### src/rtl/iodly_pkg.sv
package iodly_pkg;
  localparam int OPH_W = 13;
  localparam int IDL_W = 9;
  localparam int SID_W = 10;
  localparam int SEP_W = 13;
  localparam int SED_W = 6;
  localparam int RVD_W = 7;

  typedef enum logic [7:0] {
    SEL_OPH = 8'h00,
    SEL_IDL = 8'h01,
    SEL_SID = 8'h02,
    SEL_SEP = 8'h03,
    SEL_SED = 8'h04,
    SEL_RVD = 8'h05
  } reg_sel_e;

  typedef struct packed {
    logic             en;
    logic [IDL_W-1:0] val;
  } idl_t;

  typedef struct packed {
    logic             en;
    logic [SID_W-1:0] val;
  } sid_t;

  typedef struct packed {
    logic             sel;
    logic [SEP_W-1:0] val;
  } sep_t;

  typedef struct packed {
    logic             sel;
    logic [SED_W-1:0] val;
  } sed_t;

  typedef struct packed {
    logic             sel;
    logic [RVD_W-1:0] val;
  } rvd_t;
endpackage

### src/rtl/iodly_addr_dec.sv
module iodly_addr_dec #(
  parameter int         NUM_LANES = 2,
  parameter int         PINS      = 4,
  parameter logic [3:0] IF_ID     = 4'h0,
  parameter logic [2:0] BASE_ID   = 3'h0,
  parameter int         LANE_IW   = 1,
  parameter int         PIN_IW    = 2
) (
  input  logic [30:0]        addr_i,
  output logic               inst_hit_o,
  output logic               lane_ok_o,
  output logic               pin_ok_o,
  output logic [LANE_IW-1:0] lane_o,
  output logic [PIN_IW-1:0]  pin_o,
  output logic [7:0]         sel_o
);
  localparam logic [8:0] LANE_LIM = 9'(NUM_LANES);
  localparam logic [5:0] PIN_LIM  = 6'(PINS);

  assign inst_hit_o = (addr_i[30:27] == IF_ID) && (addr_i[26:24] == BASE_ID)
                      && (addr_i[23:21] == 3'b000);
  assign lane_ok_o  = {1'b0, addr_i[20:13]} < LANE_LIM;
  assign pin_ok_o   = {1'b0, addr_i[12:8]} < PIN_LIM;
  assign lane_o     = addr_i[13 +: LANE_IW];
  assign pin_o      = addr_i[8 +: PIN_IW];
  assign sel_o      = addr_i[7:0];
endmodule

### src/rtl/iodly_pin_regs.sv
module iodly_pin_regs
  import iodly_pkg::*;
#(
  parameter logic [OPH_W-1:0] DFLT_OPH = '0
) (
  input  logic             clk,
  input  logic             rst_n,
  input  logic             wr_oph_i,
  input  logic             wr_idl_i,
  input  logic [12:0]      wdata_i,
  output logic [31:0]      oph_word_o,
  output logic [31:0]      idl_word_o,
  output logic [OPH_W-1:0] eff_oph_o,
  output logic [IDL_W-1:0] eff_idl_o
);
  logic [OPH_W-1:0] oph_q;
  logic             oph_owned_q;
  idl_t             idl_q;

  always_ff @(posedge clk or negedge rst_n) begin
    if (!rst_n) begin
      oph_q       <= '0;
      oph_owned_q <= 1'b0;
      idl_q       <= '0;
    end else begin
      if (wr_oph_i) begin
        oph_q       <= wdata_i[OPH_W-1:0];
        oph_owned_q <= 1'b1;
      end
      if (wr_idl_i) begin
        idl_q.en  <= wdata_i[12];
        idl_q.val <= wdata_i[IDL_W-1:0];
      end
    end
  end

  assign eff_oph_o  = oph_owned_q ? oph_q : DFLT_OPH;
  assign eff_idl_o  = idl_q.en ? idl_q.val : '0;
  assign oph_word_o = 32'(oph_q);
  assign idl_word_o = 32'({idl_q.en, 3'b000, idl_q.val});


  oph_follow_chk: assert property (@(posedge clk) disable iff (!rst_n)
    wr_oph_i |=> eff_oph_o == $past(wdata_i[OPH_W-1:0]));

  oph_sticky_chk: assert property (@(posedge clk) disable iff (!rst_n)
    !wr_oph_i |=> eff_oph_o == $past(eff_oph_o));

  idl_off_chk: assert property (@(posedge clk) disable iff (!rst_n)
    (wr_idl_i && !wdata_i[12]) |=> eff_idl_o == '0);
endmodule

### src/rtl/iodly_lane_regs.sv
module iodly_lane_regs
  import iodly_pkg::*;
#(
  parameter logic [SEP_W-1:0] DFLT_SEP = '0,
  parameter logic [SED_W-1:0] DFLT_SED = '0,
  parameter logic [RVD_W-1:0] DFLT_RVD = '0
) (
  input  logic             clk,
  input  logic             rst_n,
  input  logic             wr_sid_i,
  input  logic             wr_sep_i,
  input  logic             wr_sed_i,
  input  logic             wr_rvd_i,
  input  logic [15:0]      wdata_i,
  output logic [31:0]      sid_word_o,
  output logic [31:0]      sep_word_o,
  output logic [31:0]      sed_word_o,
  output logic [31:0]      rvd_word_o,
  output logic [SID_W-1:0] eff_sid_o,
  output logic [SEP_W-1:0] eff_sep_o,
  output logic [SED_W-1:0] eff_sed_o,
  output logic [RVD_W-1:0] eff_rvd_o
);
  sid_t sid_q;
  sep_t sep_q;
  sed_t sed_q;
  rvd_t rvd_q;
  logic unused_rsv_bits;

  assign unused_rsv_bits = ^wdata_i[14:13];

  always_ff @(posedge clk or negedge rst_n) begin
    if (!rst_n) begin
      sid_q <= '0;
      sep_q <= '0;
      sed_q <= '0;
      rvd_q <= '0;
    end else begin
      if (wr_sid_i) sid_q <= '{en: wdata_i[12], val: wdata_i[SID_W-1:0]};
      if (wr_sep_i) sep_q <= '{sel: wdata_i[15], val: wdata_i[SEP_W-1:0]};
      if (wr_sed_i) sed_q <= '{sel: wdata_i[15], val: wdata_i[SED_W-1:0]};
      if (wr_rvd_i) rvd_q <= '{sel: wdata_i[15], val: wdata_i[RVD_W-1:0]};
    end
  end

  assign eff_sid_o = sid_q.en  ? sid_q.val : '0;
  assign eff_sep_o = sep_q.sel ? sep_q.val : DFLT_SEP;
  assign eff_sed_o = sed_q.sel ? sed_q.val : DFLT_SED;
  assign eff_rvd_o = rvd_q.sel ? rvd_q.val : DFLT_RVD;

  assign sid_word_o = 32'({sid_q.en, 2'b00, sid_q.val});
  assign sep_word_o = 32'({sep_q.sel, 2'b00, sep_q.val});
  assign sed_word_o = 32'({sed_q.sel, 9'b0, sed_q.val});
  assign rvd_word_o = 32'({rvd_q.sel, 8'b0, rvd_q.val});


  sid_off_chk: assert property (@(posedge clk) disable iff (!rst_n)
    (wr_sid_i && !wdata_i[12]) |=> eff_sid_o == '0);

  sep_dflt_chk: assert property (@(posedge clk) disable iff (!rst_n)
    (wr_sep_i && !wdata_i[15]) |=> eff_sep_o == DFLT_SEP);

  sed_sw_chk: assert property (@(posedge clk) disable iff (!rst_n)
    (wr_sed_i && wdata_i[15]) |=> eff_sed_o == $past(wdata_i[SED_W-1:0]));
endmodule

### src/rtl/iodly_regbank.sv
module iodly_regbank
  import iodly_pkg::*;
#(
  parameter int               NUM_LANES     = 2,
  parameter int               PINS_PER_LANE = 4,
  parameter logic [3:0]       IF_ID         = 4'h0,
  parameter logic [2:0]       BASE_ID       = 3'h3,
  parameter logic [OPH_W-1:0] DFLT_OPH      = 13'h0400,
  parameter logic [SEP_W-1:0] DFLT_SEP      = 13'h0100,
  parameter logic [SED_W-1:0] DFLT_SED      = 6'd4,
  parameter logic [RVD_W-1:0] DFLT_RVD      = 7'd8
) (
  input  logic                                     clk,
  input  logic                                     rst_n,
  input  logic [30:0]                              avs_address,
  input  logic                                     avs_read,
  input  logic                                     avs_write,
  input  logic [31:0]                              avs_writedata,
  output logic [31:0]                              avs_readdata,
  output logic                                     avs_readdatavalid,
  output logic                                     avs_waitrequest,
  output logic [NUM_LANES*PINS_PER_LANE*OPH_W-1:0] out_phase_o,
  output logic [NUM_LANES*PINS_PER_LANE*IDL_W-1:0] in_dly_o,
  output logic [NUM_LANES*SID_W-1:0]               strb_in_dly_o,
  output logic [NUM_LANES*SEP_W-1:0]               se_phase_o,
  output logic [NUM_LANES*SED_W-1:0]               se_dly_o,
  output logic [NUM_LANES*RVD_W-1:0]               rd_valid_dly_o
);
  localparam int NPINS   = NUM_LANES * PINS_PER_LANE;
  localparam int LANE_IW = (NUM_LANES > 1) ? $clog2(NUM_LANES) : 1;
  localparam int PIN_IW  = (PINS_PER_LANE > 1) ? $clog2(PINS_PER_LANE) : 1;

  logic               dec_hit, dec_lane_ok, dec_pin_ok;
  logic [LANE_IW-1:0] dec_lane;
  logic [PIN_IW-1:0]  dec_pin;
  logic [7:0]         dec_sel;
  logic               wr_go;
  logic [31:0]        rd_mux;
  logic               unused_wdata_hi;

  logic [31:0] oph_w [NPINS];
  logic [31:0] idl_w [NPINS];
  logic [31:0] sid_w [NUM_LANES];
  logic [31:0] sep_w [NUM_LANES];
  logic [31:0] sed_w [NUM_LANES];
  logic [31:0] rvd_w [NUM_LANES];

  assign unused_wdata_hi = ^avs_writedata[31:16];
  assign avs_waitrequest = 1'b0;

  iodly_addr_dec #(
    .NUM_LANES(NUM_LANES), .PINS(PINS_PER_LANE), .IF_ID(IF_ID),
    .BASE_ID(BASE_ID), .LANE_IW(LANE_IW), .PIN_IW(PIN_IW)
  ) u_dec (
    .addr_i(avs_address), .inst_hit_o(dec_hit), .lane_ok_o(dec_lane_ok),
    .pin_ok_o(dec_pin_ok), .lane_o(dec_lane), .pin_o(dec_pin), .sel_o(dec_sel)
  );

  assign wr_go = avs_write && dec_hit && dec_lane_ok;

  for (genvar l = 0; l < NUM_LANES; l++) begin : g_lane
    logic lane_wr;
    assign lane_wr = wr_go && (dec_lane == LANE_IW'(l));

    iodly_lane_regs #(
      .DFLT_SEP(DFLT_SEP), .DFLT_SED(DFLT_SED), .DFLT_RVD(DFLT_RVD)
    ) u_lane (
      .clk(clk), .rst_n(rst_n),
      .wr_sid_i(lane_wr && dec_sel == SEL_SID),
      .wr_sep_i(lane_wr && dec_sel == SEL_SEP),
      .wr_sed_i(lane_wr && dec_sel == SEL_SED),
      .wr_rvd_i(lane_wr && dec_sel == SEL_RVD),
      .wdata_i(avs_writedata[15:0]),
      .sid_word_o(sid_w[l]), .sep_word_o(sep_w[l]),
      .sed_word_o(sed_w[l]), .rvd_word_o(rvd_w[l]),
      .eff_sid_o(strb_in_dly_o[l*SID_W +: SID_W]),
      .eff_sep_o(se_phase_o[l*SEP_W +: SEP_W]),
      .eff_sed_o(se_dly_o[l*SED_W +: SED_W]),
      .eff_rvd_o(rd_valid_dly_o[l*RVD_W +: RVD_W])
    );

    for (genvar p = 0; p < PINS_PER_LANE; p++) begin : g_pin
      localparam int IDX = l * PINS_PER_LANE + p;
      logic pin_wr;
      assign pin_wr = lane_wr && dec_pin_ok && (dec_pin == PIN_IW'(p));

      iodly_pin_regs #(.DFLT_OPH(DFLT_OPH)) u_pin (
        .clk(clk), .rst_n(rst_n),
        .wr_oph_i(pin_wr && dec_sel == SEL_OPH),
        .wr_idl_i(pin_wr && dec_sel == SEL_IDL),
        .wdata_i(avs_writedata[12:0]),
        .oph_word_o(oph_w[IDX]), .idl_word_o(idl_w[IDX]),
        .eff_oph_o(out_phase_o[IDX*OPH_W +: OPH_W]),
        .eff_idl_o(in_dly_o[IDX*IDL_W +: IDL_W])
      );
    end
  end

  always_comb begin
    rd_mux = '0;
    if (dec_hit && dec_lane_ok) begin
      for (int l = 0; l < NUM_LANES; l++) begin
        if (dec_lane == LANE_IW'(l)) begin
          case (dec_sel)
            SEL_SID: rd_mux = sid_w[l];
            SEL_SEP: rd_mux = sep_w[l];
            SEL_SED: rd_mux = sed_w[l];
            SEL_RVD: rd_mux = rvd_w[l];
            SEL_OPH, SEL_IDL: begin
              for (int p = 0; p < PINS_PER_LANE; p++) begin
                if (dec_pin_ok && dec_pin == PIN_IW'(p)) begin
                  rd_mux = (dec_sel == SEL_OPH) ? oph_w[l*PINS_PER_LANE+p]
                                                : idl_w[l*PINS_PER_LANE+p];
                end
              end
            end
            default: rd_mux = '0;
          endcase
        end
      end
    end
  end

  always_ff @(posedge clk or negedge rst_n) begin
    if (!rst_n) begin
      avs_readdatavalid <= 1'b0;
      avs_readdata      <= '0;
    end else begin
      avs_readdatavalid <= avs_read;
      avs_readdata      <= avs_read ? rd_mux : '0;
    end
  end


  rd_latency_chk: assert property (@(posedge clk) disable iff (!rst_n)
    avs_read |=> avs_readdatavalid);

  rd_quiet_chk: assert property (@(posedge clk) disable iff (!rst_n)
    !avs_read |=> !avs_readdatavalid);

  miss_zero_chk: assert property (@(posedge clk) disable iff (!rst_n)
    (avs_read && !dec_hit) |=> avs_readdata == '0);
endmodule

### config.mk
export PLATFORM = sky130hd
export DESIGN_NAME = iodly_regbank
export DESIGN_NICKNAME = d
export VERILOG_FILES = /design/src/rtl/iodly_pkg.sv /design/src/rtl/iodly_addr_dec.sv /design/src/rtl/iodly_pin_regs.sv /design/src/rtl/iodly_lane_regs.sv /design/src/rtl/iodly_regbank.sv
export SDC_FILE = /design/constraint.sdc
export NUM_CORES = 1
export LEC_CHECK = 0
export BUFFER_PORTS_ARGS = -buffer_cell sky130_fd_sc_hd__buf_2
export CAP_MARGIN = 20
export CORE_MARGIN = 8
export CORE_UTILIZATION = 55
export DETAILED_ROUTE_END_ITERATION = 10
export GPL_TIMING_DRIVEN = 0
export PLACE_DENSITY_LB_ADDON = 0.08
export RECOVER_POWER = 100
export SYNTH_ARGS = -nofsm -noshare
export SYNTH_HDL_FRONTEND = slang
export SYNTH_SLANG_ARGS = --single-unit
export TNS_END_PERCENT = 50
### constraint.sdc
create_clock -name clk -period 1.75 [get_ports clk]
set_input_delay 0.175 -clock clk [delete_from_list [all_inputs] [get_ports clk]]
set_output_delay 0.175 -clock clk [all_outputs]
set_load 0.1 [all_outputs]
# Yosys cells after proc, flatten, opt, wreduce, memory -nomap -nowiden
# Cells that the tools add are included.
classes:
  n_mux: 46
  reduce_logical: 50
  eq_ne: 9
  n_lt_le_gt_ge: 2
  div_mod_pow: 0
  shifts: 0
  n_addsub: 0
  n_mul: 0
  bitwise_logic: 1
ops:
  columns: ["operator", "n"]
  rows:
  - ["32-bit two-way mux", 11]
  - ["32-bit one-hot mux with 5 select lines", 2]
  - ["13-bit two-way mux", 19]
  - ["9-bit two-way mux", 8]
  - ["1-bit logical AND", 45]
  - ["10-bit two-way mux", 2]
  - ["8-bit by 2-bit == test with 1-bit output (second input constant)", 2]
  - ["8-bit by 3-bit == test with 1-bit output (second input constant)", 2]
  - ["7-bit two-way mux", 2]
  - ["6-bit two-way mux", 2]
  - ["8-bit by 1-bit == test with 1-bit output (second input constant)", 1]
  - ["8-bit logical NOT", 1]
  - ["8-bit by 2-bit < comparator with 1-bit output (second input constant)", 1]
  - ["5-bit by 3-bit < comparator with 1-bit output (second input constant)", 1]
  - ["2-bit == test (second input constant)", 2]
  - ["4-bit logical NOT", 1]
  - ["3-bit by 2-bit == test with 1-bit output (second input constant)", 1]
  - ["3-bit logical NOT", 1]
  - ["2-bit by 1-bit == test with 1-bit output (second input constant)", 1]
  - ["2-bit logical NOT", 1]
  - ["2-bit OR reduction", 1]
  - ["1-bit inverter", 1]
totals:
  elab_cells: 158
  ram_bits: 0
  input_bits: 67
  regBits: 305
  mem_count: 0
  mem_bits_ro: 0
  latchBits: 0

# Longest topological paths before layout
logic_depth:
  depth_word: 16
  mapped_depth: 9
  depth_no_buf: 6

# Cells and area by module
# From an unflattened synthesis, not the netlist that was laid out.
hier_totals:
  cells_unflattened: 2287
  area_unflattened_um2: 23809.1
by_module_without_submodules:
  columns: ["module", "area_each_um2", "seq_area_each_um2", "cells_per_inst", "instances"]
  rows:
  - ["iodly_pin_regs", 1335.0, 600.6, 115, 8]
  - ["iodly_regbank", 8231.6, 825.8, 928, 1]
  - ["iodly_lane_regs", 2377.3, 1001.0, 211, 2]
  - ["iodly_addr_dec", 142.6, 0.0, 17, 1]

# Least setup slack after synthesis
# OpenSTA, ideal clock, no wires.
synth_path:
  kind: "input port to flip-flop"
  start: "input port avs_address[5]"
  end: "register g_lane[1].g_pin[2].u_pin.idl_q, in the netlist g_lane[1].g_pin[2].u_pin.idl_word_o[0]"
  path_slack_ns: -0.607
  arrival_ns: 2.232
  path_stages: 7
  n_path_buf: 2
  path_cell_list: "or4_4 or3_1 buf_6 or3_1 buf_6 nor2_8 mux2_4"
synth_between:
  elab_chain_len: 2
synth_rtl:
  columns: ["item", "line", "source"]
  rows:
  - ["start, declared", "iodly_regbank.sv:15", "input logic [30:0] avs_address,"]
  - ["8-bit by 1-bit == test with 1-bit output", "iodly_regbank.sv:90", ".wr_idl_i(pin_wr && dec_sel == SEL_IDL),"]
  - ["1-bit logical AND", "iodly_regbank.sv:90", null]
  - ["end, declared", "iodly_pin_regs.sv:18", "idl_t idl_q;"]
# No other way between the ends.
# A chain may end at the register's enable or synchronous reset.

# Final worst setup path
layout_path:
  start: "input port avs_address[4]"
  end: "register g_lane[1].g_pin[1].u_pin.idl_q, in the netlist g_lane[1].g_pin[1].u_pin.idl_word_o[3]"
layout_between:
  elab_chain_len: 2
layout_rtl:
  columns: ["item", "line"]
  rows:
  - ["8-bit by 1-bit == test with 1-bit output", "iodly_regbank.sv:90"]
  - ["1-bit logical AND", "iodly_regbank.sv:90"]
  - ["end, declared", "iodly_pin_regs.sv:18"]
# No other way between the ends.

==> results.md <==
* Prevailing post-synth register cell: dfrtp_1
* Vias/cell at 6.31
* Final Setup Violations at 55
* Min Hold Slack at 30.5 ps
* Worst hold path class: input pin to register
* Synth area leaders: dfrtp_1 (48%), mux2_2 (19%), and2_1 (9.9%)
* Initial antenna violation count at 4
* Final Cycle Share at 107%
* CTS H-Tree Depth at 1
* Post-synth top area share at 47.5%
* DR iter-0 viols at 1369
* Synth Register Bits at 287
* Synth Area per Inst at 11.4 sq um
* Share of cells above drive strength 1 at 51.1%
* Cell Area, Placed at 0.0175 sq mm
* Cell taking the most area after synthesis: dfrtp_1
* WL final at 61.1 mm
* Final worst slack at -129 ps
* Die ar. at 0.0330 sq mm
* Max VDD drop at 0.000642 V
* Pin count of the biggest net entering global routing at 125
* Layout area overhead at 43.4%
* Final core occ at 80.4%
* Skew final at 13.2 ps
* CTS root buf: clkbuf_16
* I/O pin count at 349
* First-pass GRT wire length at 87.0 mm
* Port bufs at 304
* Most frequent cells in the layout: dfrtp_1 (281), and2_1 (203), mux2_2 (194)
* Critical path required time at 2190 ps
* Final Cell Area at 0.0217 sq mm
* Syn Std Cell Area at 0.0151 sq mm
* Status: finished, violations left
* Max-cap viol count at 0
* Violated checks: negative setup slack
* Residual DRC at 0
* DRT Pass-1 Iters at 8
* Pwr dens at 646 mW/mm^2
* Fmax at 0.532 GHz
* Initial Util at 56.1%
* Kind of critical path: input pin to register
* Die H at 182 um
* Normalized max-slew margin at 22.3%
* Ys Warns at 0
* Final worst path period need at 1880 ps
* Antenna viol nets, final at 0
* Most common cell after layout, fill and taps aside: dfrtp_1
* R2R setup slack at -40 ps
* Cts bufs inserted at 30
* Synthesized instance count at 1327
* Yosys cell types at 64
* Number of synthesized flops with an enable pin at 0
* Die width at 182 um
* TritonCTS clock tree: done
* Clock slew at reported path FFs at 60 ps
* Critical Path AT at 2320 ps
* Wire per inst at 29.1 um
* Seq/Total Area, Yosys at 47.5%
* Core footprint at 0.0270 sq mm
* Actual slew at the worst max-slew pin at 1160 ps
* Sinks on Clock Net at 287
* Final HPWL DP at 42.0 mm
* Final Max Slew Viols at 0
* Final Hold Viols at 0
* Row count at 60
* Crit end category: register
* Final Net Count at 1800
* Lkg Pwr at 10.5 nW
* Routability Congestion at 0.973
* CP Launch Type: input pin
* Top fanout value on the critical path at 6
* Gr usage total at 34.8%
* Bufs on Longest Clock Path at 3
* Routed via count at 13200
* Fraction of registers with async set/reset at 100%
* RSZ-0062 raised after global routing: yes
* Vias in the first global route at 13600
* Total grt overflow at 0
* Clock latency on the worst-skew pair at 560 ps
-- cell usage after synthesis, types with 13 or more instances --
master    instances
dfrtp_1         287
mux2_2          258
and2_1          238
clkbuf_1         72
mux2i_1          64
nand2_1          62
a21oi_1          37
nor2_1           25
nand2b_1         22
o22ai_1          20
buf_4            19
a211oi_1         17
buf_2            15
nand3_1          14
o21ai_0          14
nor3_1           13
-- stage by stage --
stage,TNS (ps),setup slack (ps),cells,power (mW)
floorplan,-67970,-607,1345,7.24
global placement,-1605150,-4840,1990,7.66
detailed placement,-234700,-1480,1992,7.68
CTS,-7310,-218,2083,13.9
global route,-13380,-144,2096,14.3
finish,-3880,-129,2097,14.0
-- logic make-up after synthesis --
family                 share of synthesized area, %
other                                        0.0248
flip-flops                                     47.5
AND/OR/NAND/NOR                                16.7
AO/OA/AOI/OAI                                  6.57
multiplexers                                   25.5
buffers and inverters                          3.70
-- where the power goes --
group	switching (mW)	internal [mW]
sequential	0.000273	6.64
combinational	0.811	0.227
clock	2.65	3.68
-- metal layers --
| layer | global-route usage, % | part of all wire, % | vias up |
|---|---|---|---|
| met5 | 0 | 0.057 | - |
| met2 | 53.9 | 46 | 841 |
| met3 | 8.76 | 9.8 | 199 |
| met4 | 17.7 | 5.4 | 6 |
| li1 | - | - | 5484 |
| met1 | 44.6 | 39 | 6703 |
-- worst paths after layout --
| path | startpoint | to | cells past startpoint |
|---|---|---|---|
| max | avs_address[4] | g_lane[1].g_pin[1].u_pin.idl_word_o[3]$_DFFE_PN0P_ | 8 |
| min reg2reg | g_lane[1].u_lane.sed_word_o[4]$_DFFE_PN0P_ | g_lane[1].u_lane.sed_word_o[4]$_DFFE_PN0P_ | 1 |
| min | avs_writedata[1] | g_lane[1].g_pin[0].u_pin.idl_word_o[1]$_DFFE_PN0P_ | 2 |
| max in group asynchronous | rst_n | g_lane[0].u_lane.sep_word_o[5]$_DFFE_PN0P_ | 3 |
| min in group asynchronous | rst_n | g_lane[1].g_pin[0].u_pin.oph_q[1]$_DFFE_PN0P_ | 2 |
| max reg2reg | g_lane[0].g_pin[0].u_pin.oph_q[5]$_DFFE_PN0P_ | avs_readdata[5]$_DFF_PN0_ | 5 |
-- layout make-up --
| type | count | area (sq um) |
|---|---|---|
| timing repair buffer | 357 | 3830 |
| sequential | 287 | 7190 |
| buffer | 114 | 820 |
| clock inverter | 2 | 10.0 |
| tap | 341 | 427 |
| inverter | 3 | 11.3 |
| fill | 1587 | 5280 |
| multi-input combinational | 940 | 8420 |
| clock buffer | 51 | 961 |
| antenna | 2 | 5.00 |
-- critical path, stage by stage --
cell    delay [ps]
buf_8          100
or4_4          570
or3_4          370
or3_4          350
buf_12         170
nor2_4         140
buf_6          140
mux2_4         300
-- repair_timing --
| action | 4_1_cts | 5_1_grt |
|---|---|---|
| endpoints found under the hold margin | 74 | 0 |
| gates resized for setup | 563 | 306 |
| pin swaps | 25 | 29 |
| hold buffers | 7 | 0 |
| setup endpoints to repair | 470 | 356 |
| gates cloned | 3 | 2 |
| buffers inserted | 31 | 11 |
-- registers in the layout (all words and copies together) (netlist names) --
signal	count
g_lane.u_lane.sep_word_o	28
g_lane.g_pin.u_pin.oph_q	104
g_lane.u_lane.sed_word_o	14
avs_readdatavalid	1
g_lane.u_lane.sid_word_o	22
g_lane.g_pin.u_pin.oph_owned_q	8
avs_readdata	14
g_lane.u_lane.rvd_word_o	16
g_lane.g_pin.u_pin.idl_word_o	80
Note: power is estimated with default switching activity, not from simulation.
